==> config.mk <==
export PLATFORM = sky130hd
export DESIGN_NAME = usbdev_irq_regbank
export DESIGN_NICKNAME = d
export VERILOG_FILES = /design/src/rtl/usbdev_rb_pkg.sv /design/src/rtl/usbdev_rst_sync.sv /design/src/rtl/usbdev_ctrl_reg.sv /design/src/rtl/usbdev_evt_status.sv /design/src/rtl/usbdev_addr_regs.sv /design/src/rtl/usbdev_irq_regbank.sv
export SDC_FILE = /design/constraint.sdc
export NUM_CORES = 1
export LEC_CHECK = 0
export CAP_MARGIN = 20
export CELL_PAD_IN_SITES_DETAIL_PLACEMENT = 1
export CELL_PAD_IN_SITES_GLOBAL_PLACEMENT = 2
export CORE_AREA = 5 5 103 105
export DETAILED_ROUTE_END_ITERATION = 10
export DIE_AREA = 0 0 108 110
export GPL_TIMING_DRIVEN = 0
export PLACE_DENSITY = 0.86
export SLEW_MARGIN = 20
export SYNTH_ARGS = -nofsm -noshare
export SYNTH_HDL_FRONTEND = slang
export SYNTH_SLANG_ARGS = --single-unit
==> constraint.sdc <==
create_clock -name clk -period 1.5 [get_ports clk]
set_clock_uncertainty 0.1 [all_clocks]
set_input_delay 0.15 -clock clk [delete_from_list [all_inputs] [get_ports clk]]
set_output_delay 0.15 -clock clk [all_outputs]
set_load 0.02 [all_outputs]
==> src/rtl/usbdev_rb_pkg.sv <==
package usbdev_rb_pkg;
  localparam int REG_W    = 16;
  localparam int NUM_EVT  = 8;
  localparam int EP_W     = 4;
  localparam int DADDR_W  = 7;
  localparam int EVT_LSB  = 8;
  localparam int DIR_BIT  = 4;
  localparam int CMD_W    = 5;

  typedef enum logic [1:0] {
    RSEL_CTRL  = 2'd0,
    RSEL_STAT  = 2'd1,
    RSEL_DADDR = 2'd2,
    RSEL_BASE  = 2'd3
  } rsel_e;

  typedef struct packed {
    logic resume;
    logic force_susp;
    logic low_power;
    logic power_down;
    logic force_reset;
  } cmd_t;

  localparam cmd_t CMD_RST_VAL = '{resume: 1'b0, force_susp: 1'b0,
                                   low_power: 1'b0, power_down: 1'b1,
                                   force_reset: 1'b1};
endpackage

==> src/rtl/usbdev_rst_sync.sv <==
module usbdev_rst_sync #(
  parameter int STAGES = 2
) (
  input  logic clk,
  input  logic rst_n,
  output logic rst_sync_n
);
  logic [STAGES-1:0] sync_q;

  always_ff @(posedge clk or negedge rst_n) begin
    if (!rst_n) sync_q <= '0;
    else        sync_q <= {sync_q[STAGES-2:0], 1'b1};
  end

  assign rst_sync_n = sync_q[STAGES-1];
endmodule

==> src/rtl/usbdev_ctrl_reg.sv <==
module usbdev_ctrl_reg
  import usbdev_rb_pkg::*;
(
  input  logic               clk,
  input  logic               rst_n,
  input  logic               wr_en,
  input  logic [REG_W-1:0]   wdata,
  output logic [NUM_EVT-1:0] evt_mask,
  output cmd_t               cmd
);
  logic [NUM_EVT-1:0] mask_q, mask_d;
  cmd_t               cmd_q, cmd_d;

  always_comb begin
    mask_d = mask_q;
    cmd_d  = cmd_q;
    if (wr_en) begin
      mask_d = wdata[EVT_LSB +: NUM_EVT];
      cmd_d  = cmd_t'(wdata[CMD_W-1:0]);
    end
  end

  always_ff @(posedge clk or negedge rst_n) begin
    if (!rst_n) begin
      mask_q <= '0;
      cmd_q  <= CMD_RST_VAL;
    end else begin
      mask_q <= mask_d;
      cmd_q  <= cmd_d;
    end
  end

  assign evt_mask = mask_q;
  assign cmd      = cmd_q;
endmodule

==> src/rtl/usbdev_evt_status.sv <==
module usbdev_evt_status
  import usbdev_rb_pkg::*;
(
  input  logic               clk,
  input  logic               rst_n,
  input  logic               wr_en,
  input  logic [NUM_EVT-1:0] wr_keep,
  input  logic [NUM_EVT-1:0] evt_pulse,
  input  logic               xfer_done,
  input  logic               xfer_dir,
  input  logic [EP_W-1:0]    xfer_ep,
  output logic [NUM_EVT-1:0] flags,
  output logic               last_dir,
  output logic [EP_W-1:0]    last_ep
);
  logic [NUM_EVT-1:0] flag_q, flag_d;
  logic               dir_q, dir_d;
  logic [EP_W-1:0]    ep_q, ep_d;

  // one sticky flag per event; a pulse outranks a clear in the same cycle
  for (genvar i = 0; i < NUM_EVT; i++) begin : g_flag
    logic clr;
    assign clr       = wr_en & ~wr_keep[i];
    assign flag_d[i] = evt_pulse[i] | (flag_q[i] & ~clr);
  end

  always_comb begin
    dir_d = dir_q;
    ep_d  = ep_q;
    if (xfer_done) begin
      dir_d = xfer_dir;
      ep_d  = xfer_ep;
    end
  end

  always_ff @(posedge clk or negedge rst_n) begin
    if (!rst_n) begin
      flag_q <= '0;
      dir_q  <= 1'b0;
      ep_q   <= '0;
    end else begin
      flag_q <= flag_d;
      dir_q  <= dir_d;
      ep_q   <= ep_d;
    end
  end

  assign flags    = flag_q;
  assign last_dir = dir_q;
  assign last_ep  = ep_q;
endmodule

==> src/rtl/usbdev_addr_regs.sv <==
module usbdev_addr_regs
  import usbdev_rb_pkg::*;
#(
  parameter int ALIGN_BITS = 3
) (
  input  logic               clk,
  input  logic               rst_n,
  input  logic               daddr_wr,
  input  logic               base_wr,
  input  logic [REG_W-1:0]   wdata,
  output logic [DADDR_W-1:0] dev_addr,
  output logic               dev_addr_en,
  output logic [REG_W-1:0]   buf_base
);
  localparam int BASE_HI_W = REG_W - ALIGN_BITS;

  logic [DADDR_W-1:0]   addr_q, addr_d;
  logic                 en_q, en_d;
  logic [BASE_HI_W-1:0] base_q, base_d;

  always_comb begin
    addr_d = addr_q;
    en_d   = en_q;
    base_d = base_q;
    if (daddr_wr) begin
      addr_d = wdata[DADDR_W-1:0];
      en_d   = wdata[DADDR_W];
    end
    if (base_wr) base_d = wdata[REG_W-1:ALIGN_BITS];
  end

  always_ff @(posedge clk or negedge rst_n) begin
    if (!rst_n) begin
      addr_q <= '0;
      en_q   <= 1'b0;
      base_q <= '0;
    end else begin
      addr_q <= addr_d;
      en_q   <= en_d;
      base_q <= base_d;
    end
  end

  assign dev_addr    = addr_q;
  assign dev_addr_en = en_q;
  assign buf_base    = {base_q, {ALIGN_BITS{1'b0}}};
endmodule

==> src/rtl/usbdev_irq_regbank.sv <==
module usbdev_irq_regbank
  import usbdev_rb_pkg::*;
#(
  parameter int ADDR_W     = 3,
  parameter int ALIGN_BITS = 3
) (
  input  logic               clk,
  input  logic               rst_n,
  input  logic               bus_sel,
  input  logic               bus_we,
  input  logic [ADDR_W-1:0]  bus_addr,
  input  logic [REG_W-1:0]   bus_wdata,
  output logic [REG_W-1:0]   bus_rdata,
  input  logic [NUM_EVT-1:0] evt_pulse,
  input  logic               xfer_done,
  input  logic               xfer_dir,
  input  logic [EP_W-1:0]    xfer_ep,
  output logic               irq,
  output logic               cmd_resume,
  output logic               cmd_force_susp,
  output logic               cmd_low_power,
  output logic               cmd_power_down,
  output logic               cmd_force_reset,
  output logic [DADDR_W-1:0] dev_addr,
  output logic               dev_addr_en,
  output logic [REG_W-1:0]   buf_base
);
  localparam int SEL_W = 2;

  logic               rst_sync_n;
  logic               in_map;
  rsel_e              rsel;
  logic               wr_ctrl, wr_stat, wr_daddr, wr_base;
  logic [NUM_EVT-1:0] evt_mask;
  logic [NUM_EVT-1:0] evt_flags;
  cmd_t               cmd;
  logic               last_dir;
  logic [EP_W-1:0]    last_ep;

  usbdev_rst_sync #(.STAGES(2)) rst_sync_i (
    .clk        (clk),
    .rst_n      (rst_n),
    .rst_sync_n (rst_sync_n)
  );

  // address decode: upper offset bits must be zero to hit a register
  if (ADDR_W > SEL_W) begin : g_hi_dec
    assign in_map = (bus_addr[ADDR_W-1:SEL_W] == '0);
  end else begin : g_no_hi
    assign in_map = 1'b1;
  end
  assign rsel = rsel_e'(bus_addr[SEL_W-1:0]);

  always_comb begin
    wr_ctrl  = 1'b0;
    wr_stat  = 1'b0;
    wr_daddr = 1'b0;
    wr_base  = 1'b0;
    if (bus_sel && bus_we && in_map) begin
      unique case (rsel)
        RSEL_CTRL:  wr_ctrl  = 1'b1;
        RSEL_STAT:  wr_stat  = 1'b1;
        RSEL_DADDR: wr_daddr = 1'b1;
        RSEL_BASE:  wr_base  = 1'b1;
      endcase
    end
  end

  usbdev_ctrl_reg ctrl_i (
    .clk      (clk),
    .rst_n    (rst_sync_n),
    .wr_en    (wr_ctrl),
    .wdata    (bus_wdata),
    .evt_mask (evt_mask),
    .cmd      (cmd)
  );

  usbdev_evt_status stat_i (
    .clk       (clk),
    .rst_n     (rst_sync_n),
    .wr_en     (wr_stat),
    .wr_keep   (bus_wdata[EVT_LSB +: NUM_EVT]),
    .evt_pulse (evt_pulse),
    .xfer_done (xfer_done),
    .xfer_dir  (xfer_dir),
    .xfer_ep   (xfer_ep),
    .flags     (evt_flags),
    .last_dir  (last_dir),
    .last_ep   (last_ep)
  );

  usbdev_addr_regs #(.ALIGN_BITS(ALIGN_BITS)) addr_i (
    .clk         (clk),
    .rst_n       (rst_sync_n),
    .daddr_wr    (wr_daddr),
    .base_wr     (wr_base),
    .wdata       (bus_wdata),
    .dev_addr    (dev_addr),
    .dev_addr_en (dev_addr_en),
    .buf_base    (buf_base)
  );

  // read mux
  always_comb begin
    bus_rdata = '0;
    if (in_map) begin
      unique case (rsel)
        RSEL_CTRL: begin
          bus_rdata[EVT_LSB +: NUM_EVT] = evt_mask;
          bus_rdata[CMD_W-1:0]          = cmd;
        end
        RSEL_STAT: begin
          bus_rdata[EVT_LSB +: NUM_EVT] = evt_flags;
          bus_rdata[DIR_BIT]            = last_dir;
          bus_rdata[EP_W-1:0]           = last_ep;
        end
        RSEL_DADDR: begin
          bus_rdata[DADDR_W-1:0] = dev_addr;
          bus_rdata[DADDR_W]     = dev_addr_en;
        end
        RSEL_BASE: bus_rdata = buf_base;
      endcase
    end
  end

  assign irq             = |(evt_flags & evt_mask);
  assign cmd_resume      = cmd.resume;
  assign cmd_force_susp  = cmd.force_susp;
  assign cmd_low_power   = cmd.low_power;
  assign cmd_power_down  = cmd.power_down;
  assign cmd_force_reset = cmd.force_reset;
endmodule

# After elaboration in Yosys (flattened, before gate mapping)
# Index checks and enable logic that the tools add are counted.
# Widths: inputs -> output; s select.
# word_totals
wordCells	74
out_inout_bits	46
in_bits	37
regBits	49
# op_classes
n_eq_ne	3
n_reduce_logical	4
n_mux	12
n_bitwise	42
# ops
operator	count
$pmux 8 s3	1
$pmux 5 s4	1
$not 1->1	17
$and 1x1->1	16
$mux 16	1
$and 8x8->8	1
$mux 1	8
$or 1x1->1	8
$reduce_or 8->1	1
$pmux 3 s2	1
$eq 2x2->1 const B	2
$eq 2x1->1 const B	1
$logic_and 1x1->1	2
$logic_not 2->1	1

# Logic depth before layout (Yosys ltp)
# Gate-level depths: netlist of run 1.
# logic_depth
word_depth	7
depth_mapped	6
mapped_depth_nobuf	3

# Hierarchy
# A second synthesis of run 1 with hierarchy kept.
# hier_totals
hier_cells	179
area_unflattened_um2	2434.8
# modules_own_cells
module	n_inst	cells_per_inst	area_per_inst_um2	seq_area_each_um2
usbdev_addr_regs	1	48	842.1	525.5
usbdev_irq_regbank	1	67	524.3	0.0
usbdev_ctrl_reg	1	27	523.0	327.8
usbdev_evt_status	1	34	491.7	325.3
usbdev_rst_sync	1	3	53.8	50.0

# Worst setup path before layout of run 1
# No wires, ideal clock.
# synth_path
path_type	register to output
from	register ctrl_i.cmd_q, in the netlist ctrl_i.cmd[0]
to	output bus_rdata[0]
t_arrival_ns	1.265
stages_incl_launch_ff	4
t_required_ns	1.250
slack_ns	-0.015
n_path_buf	0
cell_sequence	dfstp_2 mux2i_1 or2_2 a21oi_1
# synth_between
elab_chain_len	2
# synth_lines
element	line	source
start, declared	usbdev_ctrl_reg.sv:12	cmd_t cmd_q, cmd_d;
start signal, assigned	usbdev_ctrl_reg.sv:29	cmd_q <= cmd_d;
$pmux 5 s4	usbdev_irq_regbank.sv:107	unique case (rsel)
$mux 16	usbdev_irq_regbank.sv:106	if (in_map) begin
end, declared	usbdev_irq_regbank.sv:13	output logic [REG_W-1:0] bus_rdata,
# Every way passes these cells.

# Worst setup path in the final report of run 1
# layout_path
from	register addr_i.base_q[1]
to	output bus_rdata[4]
# layout_between
elab_chain_len	2
# layout_lines
element	line	source
start, declared	usbdev_addr_regs.sv:19	logic [BASE_HI_W-1:0] base_q, base_d;
start signal, assigned	usbdev_addr_regs.sv:40	base_q <= base_d;
$pmux 5 s4	usbdev_irq_regbank.sv:107	
$mux 16	usbdev_irq_regbank.sv:106	
# Every way passes these cells.

==> results of run 1 <==
## area by class of cell
cell class              count  area share (%)
inverters                   1          0.1003
clock inverters             2          0.2674
flip-flops and latches     49           32.92
repair buffers             95           24.30
plain buffers              12           4.078
multi-input cells         126           31.88
well taps                 133           4.445
clock buffers               6           1.939
diodes                      1         0.06684
## per-layer routing
layer | share of wire (%) | routed length (µm)
met4 | 0.21 | 15
met5 | 0 | 0
met1 | 41 | 2960
met3 | 7.0 | 505
met2 | 52 | 3703
## worst max path at each step
stage                startpoint                 to  slack [ns]
2_1_floorplan       bus_addr[0]  addr_i.base_q[10]       0.003
3_3_place_gp        bus_addr[1]      bus_rdata[14]       -1.12
3_5_place_dp        bus_addr[1]      bus_rdata[14]       -1.19
4_1_cts        addr_i.base_q[1]       bus_rdata[4]       -0.24
5_1_grt           ctrl_i.cmd[4]       bus_rdata[4]       -0.26
6_report       addr_i.base_q[1]       bus_rdata[4]       -0.21
## synth_stat cells
| master | instances | share of area [%] |
|---|---|---|
| a21o_1 | 8 | 2.5 |
| a21oi_1 | 11 | 2.3 |
| a22oi_1 | 4 | 1.2 |
| and2_1 | 1 | 0.26 |
| and2_4 | 1 | 0.36 |
| and4bb_1 | 1 | 0.52 |
| buf_12 | 1 | 0.83 |
| buf_2 | 3 | 0.62 |
| buf_4 | 4 | 1.2 |
| buf_6 | 2 | 0.93 |
| clkbuf_1 | 3 | 0.47 |
| conb_1 | 2 | 0.31 |
| dfrtp_1 | 47 | 49 |
| dfstp_2 | 2 | 2.2 |
| inv_2 | 1 | 0.16 |
| mux2_1 | 6 | 2.8 |
| mux2_2 | 23 | 11 |
| mux2_4 | 10 | 6.2 |
| mux2i_1 | 14 | 5.8 |
| mux4_1 | 2 | 2.2 |
| nand2_1 | 12 | 1.9 |
| nand2b_2 | 1 | 0.36 |
| nand3b_1 | 8 | 2.5 |
| nand4_1 | 1 | 0.26 |
| nor2_1 | 3 | 0.47 |
| nor2b_1 | 3 | 0.78 |
| nor3_2 | 1 | 0.41 |
| or2_2 | 11 | 2.8 |
| or3_1 | 1 | 0.26 |
## power by group through the flow
| stage | registers (mW) | logic [mW] | clock network (mW) |
|---|---|---|---|
| after floorplan | 1.95 | 0.509 | 0 |
| after global placement | 1.78 | 1.31 | 0 |
| after detailed placement | 1.80 | 1.33 | 0 |
| after CTS | 1.76 | 1.31 | 0.823 |
| after global routing | 1.80 | 1.42 | 0.860 |
| final | 1.76 | 1.33 | 0.767 |
## flip-flops by register name (all words and copies together), names as in the netlist
signal / count
addr_i.dev_addr_en: 1
stat_i.last_ep: 4
ctrl_i.cmd: 5
stat_i.last_dir: 1
rst_sync_i.sync_q: 2
stat_i.flags: 8
addr_i.base_q: 13
addr_i.dev_addr: 7
ctrl_i.evt_mask: 8
## what timing repair did
item | 4_1_cts | 5_1_grt
endpoints found under the setup margin | 78 | 29
cloned | 1 | 0
buffers inserted | 9 | 6
hold endpoints to repair | 2 | 0
hold buffers | 1 | 0
pin swaps | 13 | 11
resized for setup | 143 | 19
## stage by stage
| step | area, µm² | total power, mW |
|---|---|---|
| global route | 3744 | 4.082 |
| finish | 3744 | 3.855 |
| CTS | 3664 | 3.899 |
| floorplan | 2459 | 2.459 |
| detailed placement | 3406 | 3.133 |
| global placement | 3406 | 3.094 |
## cells by family after synthesis
group | count (synthesis) | share of synthesized area (%)
and+or+nand+nor | 44 | 10.88
buffers and inverters | 14 | 4.246
muxes | 55 | 27.71
DFF | 49 | 50.85
AOI/OAI and AO/OA | 23 | 6.007
other | 2 | 0.3108
==> results.md, run 1 <==
- Status: complete, but fails checks
- Failing checks: negative setup slack
- Slew Limit Fails: 0
- Skew-Pair Late Insertion Delay: 0.29 ns
- Fin crit share: 113.9%
- Busiest grt layer: met2
- Final core utilization: 39.20%
- Peak supply drop: 521.7 µV
- Vias: 1,823
- Core area: 0.009549 mm²
- GP Congestion: 0.7136
- Hpwl dp: 5234 µm
- Worst reg2reg path startpoint: addr_i.dev_addr[4]
- Count of final hold-check violations: 0
- Reg2Reg Setup Slack: 0.50 ns
- Mapped Cells: 187
- Worst Path Buf+Inv: 1
- Die extent in x: 108 µm
- Crit Path Max Fanout: 2
- TritonCTS clock tree: built
- WP data arrival: 1.46 ns
- Slew @ Worst Pin: 0.6455 ns
- Worst Reg-to-Reg Cells: 2
- Final #Nets: 327
- DR vias/cell: 4.289
- Sink Count: 49
- Period minus WS final: 1.709 ns
- RR Endpoint: addr_i.dev_addr[4]
- Routing usage on met3: 3.902%
- Final wirelength: 7185 µm
- Switching pwr: 1.245 mW
- Post-Place Cells: 400
- Layout area overhead: 54.95%
- GR met1 Demand/Resource: 15.38%
- Netlist cell types: 29
- First-pass GRT wire length: 11,410 µm
- Largest net degree at the start of global routing: 48
- Clock Power Share: 19.9%
- Synth warnings: 0
- Starting DRT DRC Count: 27
- Post-DRT Antenna Nets: 0
- Dpl ws: -1.187 ns
- Register area share after synthesis: 50.85%
- Cell Int Power: 2.610 mW
- Net Sw Frac: 32.30%
- Antenna violations before repair: 1
- Max-cap viol count: 0
- Critical Path, Cell by Cell: mux4_2 > nor2b_1 > buf_2
- Leakage power: 1.669 nW
- Port bufs: 78
- Row Count: 36
- # setup viols final: 12
- I/O Pins: 83
- Syn Area/Cell: 12.92 µm²
- DRC viols: 0
- CTS clk-pin slew, worst paths: 0.10 ns
- CTS Buf Count: 5
- DR WL/cell: 16.91 µm
- Worst setup margin: -0.2091 ns
- Largest delay share family, worst path: multiplexers
- Critical path depth: 3
- Crit path kind: reg -> out
- Initial core utilization: 25.30%
- Total die area: 0.01188 mm²
- Drt pass-1 iters: 4
- Gate power share: 34.5%
- CP Capture Type: output pin
- Met2 Track Usage GR: 21.63%
- Worst EP required: 1.25 ns
- Crit path largest cell delay: 0.47 ns
- Crit path launch type: flip-flop
- Total track usage: 12.47%
- Vias in the first global route: 2,076
- Post-route insts no fill: 425
- Sequential fraction of design power: 45.6%
- HP Class: reg -> async
- Setup TNS: -1.014 ns
- Flops & latches, synth: 49
- CTS Buffer Depth: 2
- Reg area: 0.001232 mm²
- CTS H-tree lvls: 2
- Synth Cell Area: 0.002416 mm²
- Die height: 110 µm
- Worst rel slew slack: 56.97%
- Fill cells: 1,048
- Share of cells above drive strength 1: 41.92%
- FMAX: 585.1 MHz
- Footprint of the multi-input gates: 0.001194 mm²
- Most frequent cells in the layout: dfrtp_1 (46), clkdlybuf4s50_1 (31), dlygate4sd2_1 (27)
- Total congestion overflow: 0
- Power per cell area: 1030 mW/mm²
- RSZ-0062 raised after global routing: yes
- Worst hold-check slack: 0.2580 ns
- Clock root buffer master: clkbuf_8
- Commonest non-fill, non-tap cell in the layout: dfrtp_1
- Critical path's slowest cell: mux4_2
(Power assumes the default switching activity.)
==> inputs of run 2 (changes only) <==
- SETUP_SLACK_MARGIN: unset -> 0.05
- SKIP_CTS_REPAIR_TIMING: unset -> 1
==> results.md, run 2 (synthesized netlist as in run 1, its figures left out) <==
- Starting DRT DRC Count: 30
- First-pass GRT wire length: 10,860 µm
- Status: complete, but fails checks
- Total track usage: 11.99%
- Worst Reg-to-Reg Cells: 2
- Post-DRT Antenna Nets: 0
- Slew Limit Fails: 0
- Most frequent cells in the layout: dfrtp_1 (46), clkdlybuf4s50_1 (31), dlymetal6s2s_1 (31)
- Vias in the first global route: 1,974
- Worst setup margin: -0.2157 ns
- Failing checks: negative setup slack
- Crit path launch type: flip-flop
- Antenna violations before repair: 0
- CP Capture Type: output pin
- Largest net degree at the start of global routing: 48
- CTS Buf Count: 5
- RSZ-0062 raised after global routing: yes
- Final #Nets: 323
- Initial core utilization: 25.30%
- Total die area: 0.01188 mm²
- Largest register by flop count: addr_i.base_q
- DR WL/cell: 17.40 µm
- Worst reg2reg path startpoint: ctrl_i.cmd[3]
- Fill cells: 1,031
- Port bufs: 78
- CTS clk-pin slew, worst paths: 0.09 ns
- Hpwl dp: 5212 µm
- Layout area overhead: 55.77%
- DP Area: 0.003415 mm²
- Final wirelength: 7307 µm
- Total congestion overflow: 0
- Crit path kind: reg -> out
- HP Class: reg -> async
- Worst EP required: 1.25 ns
- Die height: 110 µm
- Vias: 1,827
- Final instance area: 0.003764 mm²
- WP data arrival: 1.47 ns
- Count of final hold-check violations: 0
- Commonest non-fill, non-tap cell in the layout: dfrtp_1
- Final core utilization: 39.41%
- Clock root buffer master: clkbuf_8
- DRC viols: 0
- Peak supply drop: 492.7 µV
- Drt pass-1 iters: 4
- Slew @ Worst Pin: 0.6338 ns
- TritonCTS clock tree: built
- CTS H-tree lvls: 2
- # diodes: 0
- Post-Place Cells: 400
- GP Congestion: 0.6997
- Critical path origin: addr_i.dev_addr[4]
- Die extent in x: 108 µm
- Period minus WS final: 1.716 ns
- FMAX: 582.8 MHz
- Crit Path Max Fanout: 3
- Max FFs per register: 13
- Share of cells above drive strength 1: 39.37%
- Post-route insts no fill: 420
- Fin crit share: 114.4%
- Row Count: 36
- Max-cap viol count: 0
- DR vias/cell: 4.350
- Skew-Pair Late Insertion Delay: 0.29 ns
- I/O Pins: 83
- # setup viols final: 14
- Worst rel slew slack: 57.74%
- Worst hold-check slack: 0.2511 ns
- CTS Buffer Depth: 2
- Sink Count: 49
- Core area: 0.009549 mm²
- Power per cell area: 1041 mW/mm²
- Leakage power: 1.929 nW
[run 2: cell count changes in the layout (fill, tap and decap cells not counted), sizes merged]
cell	before	now
clkdlybuf4s15	1	0
diode	1	0
clkbuf	11	10
dlymetal6s2s	1	31
dlygate4sd2	27	0
buf	41	36
[run 2: per-stage QoR]
stage,setup TNS [ns],worst slack [ns],power [mW]
floorplan,0,0.05722,2.461
global placement,-41.10,-1.104,3.102
detailed placement,-42.13,-1.135,3.134
CTS,-30.04,-1.124,3.913
global route,-2.254,-0.2732,4.149
finish,-1.288,-0.2157,3.918
[run 2: path summary, 6_finish.rpt]
check,slack [ns],end
hold / removal,0.25,addr_i.base_q[7]
setup / recovery,-0.22,bus_rdata[4]
setup reg to reg,0.51,ctrl_i.cmd[3]
min in group clk,0.26,rst_sync_i.sync_q[1]
hold reg to reg,0.25,addr_i.base_q[7]
max in group asynchronous,0.62,addr_i.dev_addr[2]
[run 2: worst max-delay path, stage by stage, from the launching register on]
cell	delay, ns
dfrtp_1	0.42
mux4_2	0.45
nor2b_1	0.14
buf_4	0.15
[run 2: area by class of cell]
class	instances	area (µm²)	area share [%]
sequential	49	1232	32.75
multi-input combinational	126	1187	31.55
timing repair buffer	91	958.4	25.47
tap	133	166.4	4.422
buffer	12	132.6	3.524
clock buffer	6	72.57	1.928
clock inverter	2	10.01	0.2660
inverter	1	3.754	0.09973
[run 2: layer usage]
layer	GRT usage, %	up-vias	part of all wire, %
met4	2.435	0	0.23
met2	19.76	61	49
met3	5.067	2	8.8
met5	0	-	0
li1	-	845	-
met1	14.77	919	42
[run 2: power by group]
part | switching, mW | internal [mW]
Sequential | 0.205 | 1.56
Clock | 0.441 | 0.325
Combinational | 0.604 | 0.781
